### src/rtl/perfctr_pkg.sv
package perfctr_pkg;

    localparam int EVT_N_DEF  = 16;
    localparam int EVT_W_DEF  = 2;
    localparam int SEL_W      = 32;

    localparam logic [7:0] CODE_CTR0_ONLY = 8'd4;
    localparam logic [7:0] CODE_CTR1_ONLY = 8'd5;
    localparam logic [7:0] CODE_MESI_LO   = 8'd8;
    localparam logic [7:0] CODE_MESI_HI   = 8'd11;
    localparam logic [7:0] CODE_BUS_LO    = 8'd12;
    localparam logic [7:0] CODE_BUS_HI    = 8'd15;
    localparam int         UM_ANY_BIT     = 5;

    typedef enum logic [1:0] {
        LS_I = 2'd0,
        LS_S = 2'd1,
        LS_E = 2'd2,
        LS_M = 2'd3
    } line_state_e;

    typedef struct packed {
        logic [7:0] thr;
        logic       inv;
        logic       en;
        logic [2:0] rsv;
        logic       edg;
        logic       krn;
        logic       usr;
        logic [7:0] umask;
        logic [7:0] code;
    } sel_t;

    function automatic logic code_allowed(input logic [7:0] code, input int idx);
        if (code == CODE_CTR0_ONLY) return idx == 0;
        if (code == CODE_CTR1_ONLY) return idx == 1;
        return 1'b1;
    endfunction

    function automatic logic is_mesi(input logic [7:0] code);
        return code >= CODE_MESI_LO && code <= CODE_MESI_HI;
    endfunction

    function automatic logic is_bus(input logic [7:0] code);
        return code >= CODE_BUS_LO && code <= CODE_BUS_HI;
    endfunction

endpackage

### src/rtl/perfctr_qual.sv
module perfctr_qual
    import perfctr_pkg::*;
#(
    parameter int CTR_IDX = 0,
    parameter int EVT_N   = EVT_N_DEF,
    parameter int EVT_W   = EVT_W_DEF
) (
    input  sel_t                   sel,
    input  logic [EVT_N*EVT_W-1:0] evt_cnt,
    input  logic [1:0]             priv,
    input  logic [1:0]             line_state,
    input  logic                   bus_self,
    output logic [EVT_W-1:0]       q,
    output logic                   gate
);
    localparam int CODE_LIM = EVT_N;

    logic             code_ok;
    logic             priv_ok;
    logic             um_ok;
    logic [EVT_W-1:0] raw;

    always_comb begin
        code_ok = (sel.code != 8'd0) && (int'(sel.code) < CODE_LIM) &&
                  code_allowed(sel.code, CTR_IDX);
        raw = '0;
        for (int k = 0; k < EVT_N; k++) begin
            if (int'(sel.code) == k) raw = evt_cnt[k*EVT_W +: EVT_W];
        end
        priv_ok = (priv == 2'd3) ? sel.usr : sel.krn;
        if (is_mesi(sel.code))
            um_ok = sel.umask[line_state];
        else if (is_bus(sel.code))
            um_ok = sel.umask[UM_ANY_BIT] | bus_self;
        else
            um_ok = 1'b1;
        gate = sel.en && code_ok && priv_ok && um_ok;
        q    = gate ? raw : '0;
    end

endmodule

### src/rtl/perfctr_unit.sv
module perfctr_unit
    import perfctr_pkg::*;
#(
    parameter int CNT_W = 40,
    parameter int EVT_W = EVT_W_DEF
) (
    input  logic             clk,
    input  logic             rst,
    input  sel_t             sel,
    input  logic [EVT_W-1:0] q,
    input  logic             gate,
    input  logic             sel_wr,
    input  logic             ctr_wr,
    input  logic [CNT_W-1:0] load_val,
    output logic [CNT_W-1:0] cnt
);
    localparam int MAX_STEP = (1 << EVT_W) - 1;

    logic             cond;
    logic             prev;
    logic [CNT_W-1:0] inc;

    always_comb begin
        if (!gate)
            cond = 1'b0;
        else if (sel.thr == 8'd0)
            cond = (q != '0);
        else if (sel.inv)
            cond = (8'(q) < sel.thr);
        else
            cond = (8'(q) >= sel.thr);

        if (sel.edg)
            inc = CNT_W'(cond && !prev);
        else if (sel.thr == 8'd0)
            inc = CNT_W'(q);
        else
            inc = CNT_W'(cond);
    end

    always_ff @(posedge clk) begin
        if (rst) begin
            cnt  <= '0;
            prev <= 1'b0;
        end else begin
            prev <= sel_wr ? 1'b0 : cond;
            cnt  <= ctr_wr ? load_val : cnt + inc;
        end
    end

    p_load_r2: assert property (@(posedge clk) disable iff (rst)
        ctr_wr |=> cnt == $past(load_val));

    p_hold_r3: assert property (@(posedge clk) disable iff (rst)
        (!gate && !ctr_wr) |=> cnt == $past(cnt));

    p_step_r4: assert property (@(posedge clk) disable iff (rst)
        !ctr_wr |=> CNT_W'(cnt - $past(cnt)) <= CNT_W'(MAX_STEP));

    p_unit_r5: assert property (@(posedge clk) disable iff (rst)
        (!ctr_wr && sel.thr != 8'd0) |=> CNT_W'(cnt - $past(cnt)) <= CNT_W'(1));

    p_edge_r7: assert property (@(posedge clk) disable iff (rst)
        (!ctr_wr && sel.edg) |=> CNT_W'(cnt - $past(cnt)) <= CNT_W'(1));

endmodule

### src/rtl/perfctr_top.sv
module perfctr_top
    import perfctr_pkg::*;
#(
    parameter int CNT_W = 40,
    parameter int EVT_N = EVT_N_DEF,
    parameter int EVT_W = EVT_W_DEF
) (
    input  logic                   clk,
    input  logic                   rst,
    input  logic                   wr_en,
    input  logic [1:0]             wr_addr,
    input  logic [31:0]            wr_data,
    input  logic [1:0]             rd_addr,
    output logic [CNT_W-1:0]       rd_data,
    input  logic [EVT_N*EVT_W-1:0] evt_cnt,
    input  logic [1:0]             priv,
    input  logic [1:0]             line_state,
    input  logic                   bus_self
);
    localparam int NUM_CTR = 2;
    localparam int LOW_W   = (CNT_W > SEL_W) ? CNT_W - SEL_W : 0;

    sel_t             sel_q [NUM_CTR];
    logic [CNT_W-1:0] cnt   [NUM_CTR];
    logic [CNT_W-1:0] load_val;

    assign load_val = CNT_W'(wr_data) << LOW_W;

    for (genvar i = 0; i < NUM_CTR; i++) begin : g_ctr
        logic             sel_wr;
        logic             ctr_wr;
        logic [EVT_W-1:0] q;
        logic             gate;

        assign sel_wr = wr_en && (wr_addr == 2'(i));
        assign ctr_wr = wr_en && (wr_addr == 2'(i + 2));

        always_ff @(posedge clk) begin
            if (rst)         sel_q[i] <= '0;
            else if (sel_wr) sel_q[i] <= sel_t'(wr_data);
        end

        perfctr_qual #(.CTR_IDX(i), .EVT_N(EVT_N), .EVT_W(EVT_W)) u_qual (
            .sel(sel_q[i]), .evt_cnt(evt_cnt), .priv(priv),
            .line_state(line_state), .bus_self(bus_self),
            .q(q), .gate(gate)
        );

        perfctr_unit #(.CNT_W(CNT_W), .EVT_W(EVT_W)) u_unit (
            .clk(clk), .rst(rst), .sel(sel_q[i]), .q(q), .gate(gate),
            .sel_wr(sel_wr), .ctr_wr(ctr_wr), .load_val(load_val),
            .cnt(cnt[i])
        );
    end

    always_comb begin
        case (rd_addr)
            2'd0:    rd_data = CNT_W'(sel_q[0]);
            2'd1:    rd_data = CNT_W'(sel_q[1]);
            2'd2:    rd_data = cnt[0];
            default: rd_data = cnt[1];
        endcase
    end

    p_selrd_r2: assert property (@(posedge clk) disable iff (rst)
        (wr_en && wr_addr == 2'd0) |=> CNT_W'(sel_q[0]) == CNT_W'($past(wr_data)));

endmodule

### config.mk
export PLATFORM = sky130hd
export DESIGN_NAME = perfctr_top
export DESIGN_NICKNAME = d
export VERILOG_FILES = /design/src/rtl/perfctr_pkg.sv /design/src/rtl/perfctr_qual.sv /design/src/rtl/perfctr_unit.sv /design/src/rtl/perfctr_top.sv
export SDC_FILE = /design/constraint.sdc
export NUM_CORES = 1
export LEC_CHECK = 0
export BUFFER_PORTS_ARGS = -buffer_cell sky130_fd_sc_hd__buf_2
export CAP_MARGIN = 20
export CORE_MARGIN = 3
export CORE_UTILIZATION = 30
export CTS_BUF_LIST = sky130_fd_sc_hd__clkbuf_4 sky130_fd_sc_hd__clkbuf_8
export DETAILED_ROUTE_END_ITERATION = 8
export GPL_ROUTABILITY_DRIVEN = 0
export SYNTH_ARGS = -nofsm -noshare
export SYNTH_HDL_FRONTEND = slang
export SYNTH_SLANG_ARGS = --single-unit
### constraint.sdc
create_clock -name clk -period 10.54 [get_ports clk]
set_input_delay 1.581 -clock clk [delete_from_list [all_inputs] [get_ports clk]]
set_output_delay 1.581 -clock clk [all_outputs]
set_load 0.005 [all_outputs]
==> summary by stage <==
Min path
The min-delay analysis places its worst path in the category reg2reg. The path with the worst hold slack has its endpoint at g_ctr[1].u_unit.cnt[38]$_SDFF_PP0_. The critical hold path startpoint is g_ctr[1].u_unit.cnt[38]$_SDFF_PP0_. The worst hold path was traced through 2 stages.

Detailed routing
The total via count after detailed routing is 7277. In the routed design, unresolved DRC markers number 0. After detailed routing, the number of vias per cell comes to 5.343. The first detailed-routing pass ran for 5 iterations. The overall routed net length is 26.91 mm. The detail route stage leaves a number of antenna-violating nets equal to 0. In the final routed layout, each cell accounts on average for 19.76 um. The detailed router finished its first iteration with 836 violations.

Floorplanning
The die extent in y is 175.8 um. The number of I/O pins is 116. The die width is 175.8 um. The floorplan has 61 rows. Once the floorplan was initialized, standard cells occupied 30.81% of the core. The full die area is 30920 sq um. The core area is 28090 sq um.

Timing
The count of endpoints failing hold in the final timing report was 0. Timing would allow up to 160.5 MHz. The max-slew violation total from the final report is 0.

The final critical path time including I/O delays and setup is 6.230 ns. The smallest setup slack after layout is 4.310 ns. The final count of negative-setup-slack endpoints is 0. Setup repair after global routing left no endpoint under its margin. The clock arrives with 0.01992 ns of skew. The transition at the pin with the smallest max-transition slack is 1.119 ns. Setup total negative slack on the finished layout was measured at 0 ns. The fraction of the cycle the final worst path needs is 59.10%. The worst slew margin relative to its limit is 24.74%.

Clock network
The CTS root buffer is clkbuf_8. In this run, CTS created clock tree buffers numbering 17. After clock tree synthesis, the clock-pin slew on the worst setup and hold paths is 0.08 ns. The post-cts gate resize count is 0. The maximum root-to-sink buffer count is 2. The number of clock sinks seen by CTS is 146.

After clock tree synthesis, the setup repair step added 0 buffers. Clock latency on the worst-skew pair, taken at its later pin, is 0.45 ns. For this design, the CTS-stage hold fixing added 0 buffers.

The clock tree from TritonCTS is built. The H-tree depth reported by CTS is 4.

Synth
Yosys mapped a number of flops with a built-in enable equal to 64. After synthesis, the netlist uses 64 different library cells. Averaged over all synthesized cells, the footprint is 9.856 sq um. The flop and latch count out of synthesis is 146. The post-synthesis instance total is 878.

The total nets after synthesis is 964. The most used flip-flop cell after synthesis is dfxtp_1. The sequential fraction of the synthesis area is 41.18%. During synthesis, Yosys emitted a total of 0 warnings. After synthesis the cells add up to 8653 sq um.

The async set or reset register ratio after synthesis is 0%.

Global routing
Entering global routing, the biggest net connects 68 pins. The initial antenna violation count is 4. The first-pass GRT wire length is 41.50 mm.

The global-route congestion overflow total is 0. For this run, the total global-route usage over all layers was measured as 17.20%. The via count of the first global-routing pass is 7029.

Final layout
The net total in the final layout is 1055. The layout overhead on the synthesized area is 16.14%. Cells with a size suffix above 1 make up 21.69% of the layout. The final design area excluding fillers is 10050 sq um.

Power and ir drop
Sequential cells burn 49.4% of the power. The static leakage is 0.003589 uW. The total power per unit cell area is 132.9 nW/um^2. The design draws 1335 uW. The internal power of the cells totals 970.5 uW. Per report_power, the combinational group accounts for 12.5% of the total. The clock network accounts for 38.1% of the total power. The switching power total is 364.7 uW. The worst-case IR drop observed on VDD is 64.65 uV. In this run switching power makes up 27.31% of total power.

Placement
The placement-stage worst setup slack is 3.807 ns. After detailed placement, the total cell area comes to 9592 sq um. The count of input and output buffers is 115. Detailed placement finished with a half-perimeter wire length of 19.72 mm.

Worst setup path
The classification of the worst setup path is in2reg. The reg2reg setup slack is 4.79 ns. The required time at the worst-slack endpoint is 10.89 ns. The worst reg2reg path endpoint is g_ctr[0].u_unit.cnt[38]$_SDFF_PP0_. The worst setup path is captured at a flop. In this run the critical register-to-register path is launched from sel_q[0][4]$_SDFFCE_PN0P_. The length in cells of the worst reg-to-reg path is 18.

The worst setup path is launched from a primary input. Data on the critical path arrives at its endpoint at 6.58 ns. Along the worst path, the maximum fanout reaches 8.

Run status
The run finished with clean final reports.

Run
Max-cap violations in this run came to 0.
-- sequential cells by signal, summed over array words and instances (netlist names) --
name,cells
g_ctr.u_unit.prev,2
g_ctr.u_unit.cnt,80
sel_q,64
-- cells by family (layout without fill, tap and decap cells) --
| family | after synthesis | count (layout) | synth area share (%) |
|---|---|---|---|
| and+or+nand+nor | 365 | 365 | 22.35 |
| AOI/OAI and AO/OA | 146 | 146 | 11.81 |
| DFF | 146 | 146 | 41.18 |
| buffers and inverters | 85 | 189 | 3.976 |
| xor gates and xnor gates | 65 | 65 | 6.579 |
| muxes | 61 | 61 | 12.48 |
| adders and majority gates | 10 | 10 | 1.619 |
| other | 0 | 2 | 0 |
-- worst max-delay path, stage by stage --
cell      delay, ns
buf_2          0.12
mux4_2         0.37
nor3_1         0.05
or4_4          0.59
nor4_2         0.39
inv_1          0.08
ha_1           0.27
nand2b_1       0.09
a211oi_1       0.07
o21ba_2        0.22
o41ai_1        0.30
o211ai_1       0.13
a21oi_1        0.13
ha_1           0.21
fa_1           0.23
nand3_1        0.19
nor2_1         0.48
nand4_1        0.39
nor4_1         0.36
xnor2_1        0.11
a211oi_1       0.23
-- stage by stage --
stage          utilization (%)  instances  hold slack, ns
6_report                 35.78       1362          0.5402
5_1_grt                  35.76       1360          0.5851
4_1_cts                  35.76       1360          0.5395
3_5_place_dp             34.15       1328          0.5268
3_3_place_gp             34.15       1328          0.5098
2_1_floorplan                -        878          0.4813
-- cell usage in the layout (no fill, tap or decap), types with 3 or more instances in the layout --
cell type and instances:
dfxtp_1 82, and4_1 3, or3_1 15, nor2b_1 11, nor3_2 5, buf_2 115, a22oi_1 4, or4_1 4
ha_1 8, clkinvlp_4 3, a311oi_1 10, buf_4 9, nor4_1 7, nand2b_1 8, a21oi_1 17, a31oi_1 4
xor2_1 36, clkbuf_8 18, mux2i_1 22, bufinv_16 4, o31ai_1 5, nand3_1 20, edfxtp_1 64, a211oi_1 52
nor3_1 26, and2_1 66, mux4_2 36, inv_6 4, nand4_1 24, o21ai_0 26, nand2_1 47, o211ai_1 7
xnor2_1 29, nor2_1 102, and3_1 9, inv_1 33
-- layer usage --
metal  GRT usage (%)  vias up  wire, um
met4           5.114        8       497
met2           27.28      256     12590
met5               0        -        45
met1           23.74     3544     11950
li1                -     3430         -
met3           3.545       39      1834
-- worst max path at each step --
stage	slack (ns)	to	from
after floorplan	4.74	g_ctr[1].u_unit.cnt[30]$_SDFF_PP0_	line_state[0]
after global placement	4.00	g_ctr[1].u_unit.cnt[30]$_SDFF_PP0_	line_state[0]
after detailed placement	3.81	g_ctr[1].u_unit.cnt[36]$_SDFF_PP0_	line_state[0]
after CTS	4.25	g_ctr[1].u_unit.cnt[36]$_SDFF_PP0_	line_state[0]
after global routing	3.87	g_ctr[1].u_unit.cnt[32]$_SDFF_PP0_	line_state[0]
final	4.31	g_ctr[1].u_unit.cnt[36]$_SDFF_PP0_	line_state[0]
-- power by group through the flow --
stage	logic, uW	registers (uW)	clock network (uW)
after floorplan	108	652	0
after global placement	166	672	0
after detailed placement	167	673	0
after CTS	168	660	516
after global routing	181	665	539
final	167	660	508
-- Yosys cell counts, types with 10 or more instances --
master	number	share of area [%]
nor2b_1	11	0.80
nand4_1	24	1.7
or3_1	15	1.1
nor2_1	102	4.4
a311oi_1	10	1.0
nor3_1	28	1.6
inv_1	33	1.4
xnor2_1	29	2.9
dfxtp_1	82	19
and2_1	66	4.8
o21ai_0	26	1.5
mux2i_1	22	2.5
nand2_1	47	2.0
clkbuf_1	45	2.0
a211oi_1	52	4.5
nand3_1	22	1.3
xor2_1	36	3.6
mux4_2	36	9.4
a21oi_1	17	0.98
edfxtp_1	64	22
-- layout make-up --
class                           count  area [sq um]
Multi-Input combinational cell    647          4788
Inverter                           33         123.9
Sequential cell                   146          3563
Timing Repair Buffer              124         643.1
Clock buffer                       19         255.2
Antenna cell                        2         5.005
Tap cell                          378         473.0
Fill cell                        2882         18040
Clock inverter                     13         197.7
Power figures use the tool's default switching activity.
